==> src/rtl/commit_thr_sel_pkg.sv <==
package commit_thr_sel_pkg;

  typedef enum logic [2:0] {
    TS_IDLE       = 3'd0,
    TS_RUN        = 3'd1,
    TS_SQUASH     = 3'd2,
    TS_TRAP_WAIT  = 3'd3,
    TS_FTRAP_WAIT = 3'd4
  } thr_state_e;

  typedef enum logic [1:0] {
    POL_GREEDY = 2'd0,
    POL_ROTATE = 2'd1,
    POL_AGE    = 2'd2
  } pol_e;

  localparam int unsigned ST_W = 3;

  function automatic logic state_elig(logic [ST_W-1:0] st);
    return (st == TS_IDLE) || (st == TS_RUN) || (st == TS_FTRAP_WAIT);
  endfunction

endpackage

==> src/rtl/thr_elig.sv <==
module thr_elig
  import commit_thr_sel_pkg::*;
#(
  parameter int unsigned N_THR = 4
) (
  input  logic [ST_W*N_THR-1:0] status_i,
  output logic [N_THR-1:0]      elig_o
);

  for (genvar t = 0; t < N_THR; t++) begin : g_thr
    assign elig_o[t] = state_elig(status_i[t*ST_W +: ST_W]);
  end

endmodule

==> src/rtl/thr_age_pick.sv <==
module thr_age_pick #(
  parameter int unsigned N_THR = 4,
  parameter int unsigned SEQ_W = 8,
  parameter int unsigned TID_W = 2
) (
  input  logic                   clk_i,
  input  logic                   rst_ni,
  input  logic [N_THR-1:0]       cand_i,
  input  logic [SEQ_W*N_THR-1:0] seq_i,
  output logic                   valid_o,
  output logic [TID_W-1:0]       tid_o
);

  logic [SEQ_W-1:0] seq_a [N_THR];
  logic [SEQ_W-1:0] best;

  for (genvar t = 0; t < N_THR; t++) begin : g_seq
    assign seq_a[t] = seq_i[t*SEQ_W +: SEQ_W];
  end

  // linear scan, strict < keeps lowest index on ties
  always_comb begin
    valid_o = 1'b0;
    tid_o   = '0;
    best    = '0;
    for (int i = 0; i < N_THR; i++) begin
      if (cand_i[i] && (!valid_o || seq_a[i] < best)) begin
        valid_o = 1'b1;
        tid_o   = TID_W'(i);
        best    = seq_a[i];
      end
    end
  end

  // assertion support: independent view of the winner
  logic older_seen, lower_tie;
  always_comb begin
    older_seen = 1'b0;
    lower_tie  = 1'b0;
    for (int i = 0; i < N_THR; i++) begin
      if (cand_i[i] && valid_o) begin
        if (seq_a[i] < seq_a[tid_o]) older_seen = 1'b1;
        if (seq_a[i] == seq_a[tid_o] && TID_W'(i) < tid_o) lower_tie = 1'b1;
      end
    end
  end

  p_oldest_min_r2: assert property (@(posedge clk_i) disable iff (!rst_ni)
    valid_o |-> (cand_i[tid_o] && !older_seen));
  p_tie_low_r3: assert property (@(posedge clk_i) disable iff (!rst_ni)
    valid_o |-> !lower_tie);
  p_none_r9: assert property (@(posedge clk_i) disable iff (!rst_ni)
    (cand_i == '0) |-> (!valid_o && tid_o == '0));

endmodule

==> src/rtl/thr_rr_order.sv <==
module thr_rr_order #(
  parameter int unsigned N_THR = 4,
  parameter int unsigned TID_W = 2
) (
  input  logic             clk_i,
  input  logic             rst_ni,
  input  logic [N_THR-1:0] cand_i,
  input  logic             grant_i,
  output logic             valid_o,
  output logic [TID_W-1:0] tid_o
);

  logic [TID_W-1:0] order_q [N_THR];
  logic [TID_W-1:0] order_d [N_THR];
  int unsigned      hit_pos;

  always_comb begin
    valid_o = 1'b0;
    tid_o   = '0;
    hit_pos = 0;
    for (int p = 0; p < N_THR; p++) begin
      if (!valid_o && cand_i[order_q[p]]) begin
        valid_o = 1'b1;
        tid_o   = order_q[p];
        hit_pos = p;
      end
    end
  end

  // remove winner, close the gap, append at back
  always_comb begin
    for (int p = 0; p < N_THR; p++) order_d[p] = order_q[p];
    if (grant_i && valid_o) begin
      for (int p = 0; p < N_THR - 1; p++) begin
        if (p >= hit_pos) order_d[p] = order_q[p+1];
      end
      order_d[N_THR-1] = tid_o;
    end
  end

  always_ff @(posedge clk_i or negedge rst_ni) begin
    if (!rst_ni) begin
      for (int p = 0; p < N_THR; p++) order_q[p] <= TID_W'(p);
    end else begin
      for (int p = 0; p < N_THR; p++) order_q[p] <= order_d[p];
    end
  end

  logic [N_THR-1:0] seen;
  always_comb begin
    seen = '0;
    for (int p = 0; p < N_THR; p++) seen[order_q[p]] = 1'b1;
  end

  p_perm_r6: assert property (@(posedge clk_i) disable iff (!rst_ni)
    $countones(seen) == N_THR);
  p_back_r6: assert property (@(posedge clk_i) disable iff (!rst_ni)
    (grant_i && valid_o) |=> (order_q[N_THR-1] == $past(tid_o)));
  p_hold_r7: assert property (@(posedge clk_i) disable iff (!rst_ni)
    !grant_i |=> (order_q[0] == $past(order_q[0]) && order_q[N_THR-1] == $past(order_q[N_THR-1])));
  p_pick_cand_r5: assert property (@(posedge clk_i) disable iff (!rst_ni)
    valid_o |-> cand_i[tid_o]);

endmodule

==> src/rtl/commit_thr_sel.sv <==
module commit_thr_sel
  import commit_thr_sel_pkg::*;
#(
  parameter int unsigned N_THR = 4,
  parameter int unsigned SEQ_W = 8,
  localparam int unsigned TID_W = (N_THR > 1) ? $clog2(N_THR) : 1
) (
  input  logic                   clk_i,
  input  logic                   rst_ni,
  input  logic [1:0]             policy_i,
  input  logic [ST_W*N_THR-1:0]  status_i,
  input  logic [N_THR-1:0]       rob_empty_i,
  input  logic [N_THR-1:0]       head_rdy_i,
  input  logic [SEQ_W*N_THR-1:0] head_seq_i,
  input  logic                   grant_i,
  output logic                   sel_valid_o,
  output logic [TID_W-1:0]       sel_tid_o
);

  logic [N_THR-1:0] elig;

  thr_elig #(.N_THR(N_THR)) i_elig (
    .status_i (status_i),
    .elig_o   (elig)
  );

  if (N_THR == 1) begin : g_single
    // caller checks readiness
    assign sel_valid_o = elig[0];
    assign sel_tid_o   = '0;
  end else begin : g_multi
    logic             age_valid, rr_valid;
    logic [TID_W-1:0] age_tid, rr_tid;
    logic             is_rot;

    assign is_rot = (policy_i == POL_ROTATE);

    thr_age_pick #(.N_THR(N_THR), .SEQ_W(SEQ_W), .TID_W(TID_W)) i_age (
      .clk_i   (clk_i),
      .rst_ni  (rst_ni),
      .cand_i  (elig & ~rob_empty_i & head_rdy_i),
      .seq_i   (head_seq_i),
      .valid_o (age_valid),
      .tid_o   (age_tid)
    );

    thr_rr_order #(.N_THR(N_THR), .TID_W(TID_W)) i_rr (
      .clk_i   (clk_i),
      .rst_ni  (rst_ni),
      .cand_i  (elig & head_rdy_i),
      .grant_i (grant_i && is_rot),
      .valid_o (rr_valid),
      .tid_o   (rr_tid)
    );

    assign sel_valid_o = is_rot ? rr_valid : age_valid;
    assign sel_tid_o   = is_rot ? rr_tid   : age_tid;
  end

  p_sel_elig_r1: assert property (@(posedge clk_i) disable iff (!rst_ni)
    sel_valid_o |-> elig[sel_tid_o]);
  p_idle_tid_r9: assert property (@(posedge clk_i) disable iff (!rst_ni)
    !sel_valid_o |-> (sel_tid_o == '0));

endmodule

==> config.mk <==
export PLATFORM = sky130hd
export DESIGN_NAME = commit_thr_sel
export DESIGN_NICKNAME = d
export VERILOG_FILES = /design/src/rtl/commit_thr_sel_pkg.sv /design/src/rtl/thr_elig.sv /design/src/rtl/thr_age_pick.sv /design/src/rtl/thr_rr_order.sv /design/src/rtl/commit_thr_sel.sv
export SDC_FILE = /design/constraint.sdc
export NUM_CORES = 1
export LEC_CHECK = 0
export CELL_PAD_IN_SITES_DETAIL_PLACEMENT = 1
export CELL_PAD_IN_SITES_GLOBAL_PLACEMENT = 2
export CORE_MARGIN = 3
export CORE_UTILIZATION = 27
export DETAILED_ROUTE_END_ITERATION = 6
export PLACE_DENSITY = 0.88
export SLEW_MARGIN = 20
export SYNTH_ARGS = -nofsm -noshare
export SYNTH_HDL_FRONTEND = slang
export SYNTH_SLANG_ARGS = --single-unit
==> constraint.sdc <==
create_clock -name clk_i -period 18.6 [get_ports clk_i]
set_clock_uncertainty 0.15 [all_clocks]
set_input_delay 2.79 -clock clk_i [delete_from_list [all_inputs] [get_ports clk_i]]
set_output_delay 2.79 -clock clk_i [all_outputs]
set_load 0.02 [all_outputs]
Word level (Yosys, flattened, before mapping)
Index checks and enable logic that the tools add are counted.
{"block": "totals", "ff_bits": 8, "in_bits": 57, "word_cells": 90}
{"block": "op_classes", "bitwise": 4, "n_eq_ne": 9, "reduce_logical": 32, "n_mux": 31, "n_lt_le_gt_ge": 10}
{"op": "$lt 8x8->1", "count": 3}
{"op": "$mux 8", "count": 3}
{"op": "$mux 2", "count": 9}
{"op": "$mux 1", "count": 15}
{"op": "$and 4x4->4", "count": 3}
{"op": "$eq 3x1->1 const B", "count": 4}
{"op": "$eq 3x3->1 const B", "count": 4}
{"op": "$logic_not 3->1", "count": 4}
{"op": "$lt 2x3->1 const B", "count": 4}
{"op": "$logic_or 1x1->1", "count": 11}
{"op": "$bmux 1 s2", "count": 4}
{"op": "$logic_and 1x1->1", "count": 8}
{"op": "$logic_not 1->1", "count": 6}
{"op": "$reduce_and 2->1", "count": 3}
{"op": "$ge 1x2->1 const A", "count": 2}
{"op": "$not 4->4", "count": 1}
{"op": "$eq 2x1->1 const B", "count": 1}
{"op": "$ge 2x2->1 const A", "count": 1}

Depth between registers and ports, before layout
Gate-level depths: netlist (run 1).
{"block": "depth", "word_depth": 19, "depth_mapped": 29, "ltp_nobuf": 24}

Hierarchy
From an unflattened synthesis (run 1), not the netlist that was laid out.
{"block": "unflattened", "cells_unflattened": 176, "area_unflattened_um2": 1552.7}
{"mod": "thr_age_pick", "n_inst": 1, "area_per_inst_um2": 864.6, "seq_area_each_um2": 0.0, "cells_per_inst": 116}
{"mod": "thr_rr_order", "n_inst": 1, "area_per_inst_um2": 536.8, "seq_area_each_um2": 205.2, "cells_per_inst": 43}
{"mod": "commit_thr_sel", "n_inst": 1, "area_per_inst_um2": 116.4, "seq_area_each_um2": 0.0, "cells_per_inst": 13}
{"mod": "thr_elig", "n_inst": 1, "area_per_inst_um2": 35.0, "seq_area_each_um2": 0.0, "cells_per_inst": 4}

Least setup slack after synthesis (run 1)
No wires, ideal clock.
{"block": "synth_path", "path_type": "input port to output port", "from": "in status_i[2]", "to": "out sel_tid_o[1]", "setup_slack_ns": 6.895, "path_buffers": 5, "stages": 26, "arrival_ns": 8.765, "cell_sequence": "a2111oi_2 > buf_2 > buf_1 > nand2_1 > ha_1 > or3_1 > o21ai_0 > nor4bb_1 > or4_1 > buf_2 > buf_6 > a31oi_2 > ha_1 > a211o_1 > o211ai_1 > o2bb2ai_1 > and2_1 > o31a_1 > buf_2 > mux2_2 > ha_1 > a2111o_1 > a2111oi_0 > o311a_1 > nor4_1 > a21oi_1"}
{"block": "synth_via", "elab_chain_len": 19}
{"element": "start, declared", "line_no": "commit_thr_sel.sv:11", "text": "input logic [ST_W*N_THR-1:0] status_i,"}
{"element": "$eq 3x1->1 / $logic_not 3->1 (equally long branches)", "line_no": "commit_thr_sel_pkg.sv:20", "text": "return (st == TS_IDLE) || (st == TS_RUN) || (st == TS_FTRAP_WAIT);"}
{"element": "$logic_or 1x1->1", "line_no": "commit_thr_sel_pkg.sv:20"}
{"element": "$logic_or 1x1->1 *", "line_no": "commit_thr_sel_pkg.sv:20"}
{"element": "$and 4x4->4 (2 in a row)", "line_no": "commit_thr_sel.sv:41", "text": ".cand_i (elig & ~rob_empty_i & head_rdy_i),"}
{"element": "$mux 8 / $mux 1 (equally long branches)", "line_no": "thr_age_pick.sv:27", "text": "if (cand_i[i] && (!valid_o || seq_a[i] < best)) begin"}
{"element": "$lt 8x8->1 / $logic_not 1->1 (equally long branches)", "line_no": "thr_age_pick.sv:27"}
{"element": "$logic_or 1x1->1", "line_no": "thr_age_pick.sv:27"}
{"element": "$logic_and 1x1->1", "line_no": "thr_age_pick.sv:27"}
{"element": "[2 not listed]"}
{"element": "$logic_or 1x1->1", "line_no": "thr_age_pick.sv:27"}
{"element": "$logic_and 1x1->1", "line_no": "thr_age_pick.sv:27"}
{"element": "$mux 8 / $mux 1 (equally long branches)", "line_no": "thr_age_pick.sv:27"}
{"element": "$lt 8x8->1 / $logic_not 1->1 (equally long branches)", "line_no": "thr_age_pick.sv:27"}
{"element": "$logic_or 1x1->1", "line_no": "thr_age_pick.sv:27"}
{"element": "$logic_and 1x1->1", "line_no": "thr_age_pick.sv:27"}
{"element": "$mux 2", "line_no": "thr_age_pick.sv:27"}
{"element": "$mux 2 *", "line_no": "commit_thr_sel.sv:57", "text": "assign sel_tid_o = is_rot ? rr_tid : age_tid;"}
{"element": "end, declared", "line_no": "commit_thr_sel.sv:17", "text": "output logic [TID_W-1:0] sel_tid_o"}
Every way passes the cells marked *; elsewhere a longest branch is shown, timed or not. The select of a mux whose other input is x is not followed.

Final worst setup path (run 1)
Ends and elaborated chain as after synthesis.

==> summary.txt, run 1 <==
Layout
  – NumNets Final: between 300 and 400
  – Largest regs: g_multi.i_rr.order_q (8)
  – Synth-to-Final Area Change: 44.44%
  – Finished Layout Cells: 318
  – Utilization after layout: 0.4123
  – Fill cells: just under 700
  – FF/Latch Area: 205.2 um^2
  – Commonest non-fill, non-tap cell in the layout: clkdlybuf4s50_1
  – Multi-input gate area: ~1300 um^2
  – Most flop-heavy register: g_multi.i_rr.order_q
  – Max reg flops: 8
  – Most frequent cells in the layout: clkdlybuf4s50_1, ha_1, inv_1, nand2_1, nor2_1
  – Share of cells above drive strength 1: 0.1341
  – Design area: ~2300 um^2
  – Number of antenna diodes: 0

Drt
  – Routed Wire Length: around 5000 um
  – DRC: 0
  – Initial DRC count: 55
  – Vias: between 1.5k and 2k
  – Via density: 5.223
  – Antenna-violating nets left: 0
  – DR pass1 iterations: 4
  – Drt wl/cell: about 16 um

Yosys
  – Asr flop ratio synth: 1.000
  – Seq/Total Area, Yosys: 0.1274
  – Syn. warnings: 0
  – Yosys cell types: 56
  – Syn_area_per_cell: between 8 and 9 um^2
  – Cell Area, Synth: between 1500 and 2000 um^2
  – Synthesized net count: 265
  – Synthesized instance count: around 190
  – Top_reg_cell synth: dfstp_2
  – Seq cells post-synth: 8
  – Post-synth EDFFs: 0

Placement
  – Dpl cell area: around 2300 um^2
  – DP HPWL: roughly 4400 um
  – Port Buffers: 59
  – Placed cells: ~310
  – Dpl ws: around 5.5 ns
  – RD Place Congestion: roughly 0.79

Worst hold path
  – Worst min-delay path class: reg -> reg
  – HP Start: g_multi.i_rr.order_q[1]
  – Hold Path Cell Cnt: 2
  – Worst Hold End: g_multi.i_rr.order_q[1]

Timing
  – Hold Violations, Final: 0
  – Period Utilization, post-route: 0.7028
  – Worst-margin pin slew: approximately 0.75 ns
  – # setup viols final: 0
  – Pins Over Slew Limit: 0
  – RSZ-0062 raised after global routing: false
  – Rel. slew slack: 0.4910
  – Final Critical Period: 13.07 ns
  – Max frequency: ~77 MHz
  – Setup TNS: 0 ns
  – WHS: around 0.35 ns
  – Final WS setup: 5.528 ns

Floorplan
  – Initial core utilization: 0.2854
  – Die Y: ~83 um
  – # IOs: 60
  – Num rows: 27
  – Die width: about 83 um
  – Area of the core: about 5600 um^2
  – Die footprint: roughly 7000 um^2

Clock tree
  – Clock transition at path regs: roughly 0.04 ns
  – Total CTS buffers: 3
  – Root Driver: clkbuf_8
  – Post-CTS Hold Buffers: 0
  – H-tree depth: 1
  – Total clock sinks: 8
  – CTS max path bufs: 2
  – CTS tree: built
  – Clk Latency, worst-skew pair: between 0.2 and 0.25 ns
  – Post-CTS Resized: 0
  – # Post-CTS Setup Buffers: 0

Worst setup path
  – WP data arrival: about 10 ns
  – Critical path data required time: 15.66 ns
  – CP Launch Type: primary input
  – Critical R2R Capture: g_multi.i_rr.order_q[2]
  – Setup crit end kind: output port
  – Reg2reg path depth: 5
  – Reg-to-reg critical path startpoint: g_multi.i_rr.order_q[4]
  – Setup CP Type: in -> out
  – Worst Path Max Fanout: 20
  – R2r setup slk: ~16 ns

Global routing
  – Largest net degree at the start of global routing: 21
  – Total GRT Usage: 0.1416
  – Initial antenna violation count: 0
  – Global-route wire length before repair: a little over 8000 um
  – Vias in the first global route: about 1.8k
  – GR Overflow Total: 0

Power
  – Leakage: 0.9108 nW
  – Combinational share of power: 0.517
  – Pwr Total: 0.1197 mW
  – Sw Share: 0.3646
  – Clock share of power: 0.179
  – Sw power: between 0.04 and 0.05 mW
  – Power Density: a little over 50 nW/um^2
  – Pint: around 0.076 mW
  – VDD IR-drop max: about 0.073 mV
  – Flop pwr share: 0.304

Run
  – Max-Cap Viols: 0

Run status
  – Status: finished, final reports clean
-- how the worst max path moves through the flow --
stage,slack (ns),endpoint,from
6_report,5.53,sel_tid_o[1],status_i[2]
5_1_grt,4.90,sel_tid_o[1],status_i[2]
4_1_cts,5.47,sel_tid_o[1],status_i[2]
3_5_place_dp,5.50,sel_tid_o[1],status_i[2]
3_3_place_gp,5.69,sel_tid_o[1],status_i[2]
2_1_floorplan,6.89,sel_tid_o[1],status_i[2]
-- cell usage after synthesis (all sizes together), types with 3 or more instances --
| master | number | area share |
|---|---|---|
| buf | 5 | 0.019 |
| a211o | 3 | 0.016 |
| ha | 21 | 0.16 |
| nand2 | 16 | 0.037 |
| mux2 | 13 | 0.091 |
| a2111oi | 5 | 0.043 |
| dfrtp | 4 | 0.062 |
| nor3 | 7 | 0.022 |
| nor2 | 12 | 0.031 |
| o21ai | 7 | 0.022 |
| a21oi | 7 | 0.022 |
| dfstp | 4 | 0.065 |
| a31oi | 8 | 0.058 |
| nand2b | 4 | 0.020 |
| nand3 | 3 | 0.0093 |
| inv | 21 | 0.049 |
| a211oi | 4 | 0.019 |
| mux4 | 4 | 0.056 |
| and2 | 3 | 0.012 |
| mux2i | 3 | 0.019 |
-- per-layer routing --
layer  global-route usage  wire [um]
met5                    0          0
met4             0.005944          0
met3              0.02282        218
met2               0.2478       2413
met1               0.1919       2374
-- final cells by class --
cell class / count / area share
inverters: 21 / 0.03389
flip-flops and latches: 8 / 0.08822
repair buffers: 60 / 0.2571
well taps: 72 / 0.03873
clock buffers: 4 / 0.01937
multi-input cells: 153 / 0.5627
-- power by group through the flow --
stage	clock network (mW)	logic, mW	registers, mW
2_1_floorplan	0	0.0371	0.0330
3_3_place_gp	0	0.0602	0.0363
3_5_place_dp	0	0.0618	0.0366
4_1_cts	0.0221	0.0624	0.0364
5_1_grt	0.0241	0.0684	0.0377
6_report	0.0214	0.0619	0.0364
-- worst max-delay path, stage by stage --
cell             delay [ns]
clkdlybuf4s50_1        0.48
a2111oi_4              0.36
buf_4                  0.30
nand2_1                0.09
ha_1                   0.22
or3_1                  0.37
o21ai_0                0.11
nor4bb_1               0.12
or4_1                  0.75
a31oi_2                0.34
ha_1                   0.28
a211o_1                0.29
o211ai_1               0.11
o2bb2ai_1              0.17
and2_1                 0.16
o31a_1                 0.38
mux2_2                 0.39
ha_1                   0.31
a2111o_1               0.43
a2111oi_0              0.55
o311a_1                0.30
nor4_1                 0.06
a21oi_1                0.14
clkdlybuf4s50_1        0.62
-- cells by family (layout without fill, tap and decap cells) --
group,count (synthesis),in the layout,synth area share
adder cells (fa/ha/maj),21,21,0.1632
AND/OR/NAND/NOR,64,64,0.2199
buffers and inverters,26,85,0.06759
multiplexers,20,20,0.1655
flip-flops,8,8,0.1274
AO/OA/AOI/OAI,48,48,0.2564
Power figures use the tool's default switching activity.
==> inputs of run 2 (changes only) <==
--- a/config.mk
+++ b/config.mk
@@ -8,9 +8,9 @@
 export CELL_PAD_IN_SITES_DETAIL_PLACEMENT = 1
 export CELL_PAD_IN_SITES_GLOBAL_PLACEMENT = 2
 export CORE_MARGIN = 3
-export CORE_UTILIZATION = 27
+export CORE_UTILIZATION = 23
 export DETAILED_ROUTE_END_ITERATION = 6
-export PLACE_DENSITY = 0.88
+export PLACE_DENSITY = 0.8
 export SLEW_MARGIN = 20
 export SYNTH_ARGS = -nofsm -noshare
 export SYNTH_HDL_FRONTEND = slang
==> constraint.sdc (replaced) <==
create_clock -name clk_i -period 11.42 [get_ports clk_i]
set_clock_uncertainty 0.15 [all_clocks]
set_input_delay 1.713 -clock clk_i [delete_from_list [all_inputs] [get_ports clk_i]]
set_output_delay 1.713 -clock clk_i [all_outputs]
set_load 0.02 [all_outputs]
==> summary.txt, run 2 (synthesis results as in run 1) <==
Worst setup path
  – CP Launch Type: primary input
  – Reg2reg path depth: 5 (unchanged)
  – Setup crit end kind: output port
  – Worst Path Max Fanout: 20 (unchanged)
  – WP data arrival: 8.72 ns (-1.41 ns)
  – R2r setup slk: 8.95 ns (-7.20 ns)
  – Critical path data required time: 9.56 ns (-6.10 ns)
  – Reg-to-reg critical path startpoint: g_multi.i_rr.order_q[4]
  – Critical R2R Capture: g_multi.i_rr.order_q[2]
  – Setup CP Type: in -> out

Timing
  – Rel. slew slack: 0.4616 (-0.02940)
  – Max frequency: around 94 MHz
  – # setup viols final: 0 (unchanged)
  – RSZ-0062 raised after global routing: false
  – Final Critical Period: 10.58 ns
  – Setup TNS: 0 ns (unchanged)
  – Hold Violations, Final: 0 (unchanged)
  – Pins Over Slew Limit: 0 (unchanged)
  – Worst-margin pin slew: 0.7967 ns (+0.04351 ns)
  – Period Utilization, post-route: 0.9269

Power
  – VDD IR-drop max: 0.07231 mV (-1.3%)
  – Leakage: 0.9122 nW (+0.16%)
  – Power Density: 82.59 nW/um^2 (+60%)

Layout
  – Most frequent cells in the layout: clkdlybuf4s50_1, ha_1, inv_1, nand2_1, nor2_1
  – Largest regs: g_multi.i_rr.order_q (8)
  – Synth-to-Final Area Change: 46.39%
  – Design area: 2357 um^2 (+1.3%)
  – Number of antenna diodes: 0 (unchanged)
  – Multi-input gate area: 1314 um^2 (+0.38%)
  – Fill cells: 777 (+14%)
  – Commonest non-fill, non-tap cell in the layout: clkdlybuf4s50_1
  – Max reg flops: 8 (unchanged)
  – NumNets Final: 325 (unchanged)
  – FF/Latch Area: 205.2 um^2 (unchanged)
  – Share of cells above drive strength 1: 0.1382 (+0.004065)
  – Most flop-heavy register: g_multi.i_rr.order_q

Clock tree
  – CTS tree: built
  – Total CTS buffers: 3 (unchanged)
  – Post-CTS Resized: 0 (unchanged)
  – Clk Latency, worst-skew pair: 0.23 ns (about the same)
  – Root Driver: clkbuf_8
  – Post-CTS Hold Buffers: 0 (unchanged)
  – # Post-CTS Setup Buffers: 0 (unchanged)
  – Total clock sinks: 8 (unchanged)
  – CTS max path bufs: 2 (unchanged)
  – Clock transition at path regs: 0.04 ns (about the same)
  – H-tree depth: 1 (unchanged)

Floorplan
  – Die footprint: 8042 um^2 (+16%)
  – Die width: 89.68 um (+7.8%)
  – # IOs: 60 (unchanged)
  – Initial core utilization: 0.2452 (-0.04024)
  – Area of the core: 6568 um^2 (+16%)
  – Die Y: 89.68 um (+7.8%)
  – Num rows: 29 (+7.4%)

Worst hold path
  – Worst min-delay path class: reg -> reg
  – Hold Path Cell Cnt: 2 (unchanged)
  – Worst Hold End: g_multi.i_rr.order_q[1]
  – HP Start: g_multi.i_rr.order_q[1]

Drt
  – Wl on met1: 2255 um (-5.0%)
  – Initial DRC count: 49 (-11%)
  – Routed Wire Length: 4921 um (-1.7%)
  – Max Used Layer: met4
  – DRC: 0 (unchanged)
  – Drt wl/cell: 14.52 um (-7.8%)
  – Vias: 1674 (+0.78%)
  – Antenna-violating nets left: 0 (unchanged)
  – DR pass1 iterations: 4 (unchanged)
  – Met2 wire len: 2413 um (unchanged)
  – Via density: 4.938 (-5.5%)
  – Met3 wire len: 214 um (-1.8%)

Global routing
  – Total GRT Usage: 0.1254 (-0.01620)
  – Global-route wire length before repair: 8010 um (-3.3%)
  – Initial antenna violation count: 0 (unchanged)
  – Largest net degree at the start of global routing: 21 (unchanged)
  – GR Overflow Total: 0 (unchanged)
  – Vias in the first global route: 1714 (-2.3%)

Placement
  – Dpl cell area: 2307 um^2 (+1.2%)
  – RD Place Congestion: 0.7865 (-0.57%)
  – DP HPWL: 4385 um (+0.34%)
  – Port Buffers: 59 (unchanged)

Run
  – Max-Cap Viols: 0 (unchanged)

Run status
  – Status: finished, final reports clean
==> run 2: area by class of cell <==
class | count | area share
flip-flops and latches | 8 | 0.08705
well taps | 93 | 0.04936
inverters | 21 | 0.03344
multi-input cells | 153 | 0.5573
repair buffers | 60 | 0.2537
clock buffers | 4 | 0.01911
==> run 2: per-stage QoR <==
stage	hold slack [ns]	instances	power, mW	utilization	worst slack [ns]
after global routing	0.3847	339	0.2112	0.3589	0.1978
after global placement	0.3459	335	0.1576	0.3513	0.5695
after floorplan	0.3135	187	0.1141	-	1.869
final	0.3604	339	0.1947	0.3589	0.8352
after CTS	0.3683	339	0.1973	0.3582	0.4041
after detailed placement	0.3627	335	0.1602	0.3513	0.4114
==> run 2: where the power goes <==
group / total [mW] / internal, mW / switching (mW)
clock network: 0.0356 / 0.0242 / 0.0114
registers: 0.0596 / 0.0444 / 0.0153
logic: 0.0995 / 0.0554 / 0.0441
==> run 2: worst max path at each step <==
stage	start	end
final	status_i[2]	sel_tid_o[0]
after global routing	status_i[2]	sel_tid_o[1]
after CTS	status_i[2]	sel_tid_o[0]
after detailed placement	status_i[2]	sel_tid_o[1]
after global placement	status_i[2]	sel_tid_o[0]
after floorplan	status_i[2]	sel_tid_o[1]
==> run 2: critical path, stage by stage <==
cell and delay, ns:
clkdlybuf4s50_1 0.48, a2111oi_4 0.37, buf_4 0.31, nand2_1 0.09, ha_1 0.23, or3_1 0.37
o21ai_0 0.10, nor4bb_1 0.11, or4_4 0.57, a31oi_2 0.27, ha_1 0.27, a211o_1 0.30
o211ai_1 0.10, o2bb2ai_1 0.18, and2_1 0.17, o31a_1 0.37, mux2_2 0.39, ha_1 0.30
a2111o_1 0.42, a2111oi_1 0.51, o311a_1 0.29, nor3_1 0.06, a21oi_1 0.14, clkdlybuf4s50_1 0.63
==> run 2: layer usage <==
metal | global-route usage | up-vias
li1 | - | 829
met3 | 0.01734 | 4
met5 | 0 | -
met2 | 0.2194 | 38
met1 | 0.1660 | 803
met4 | 0.02030 | 0
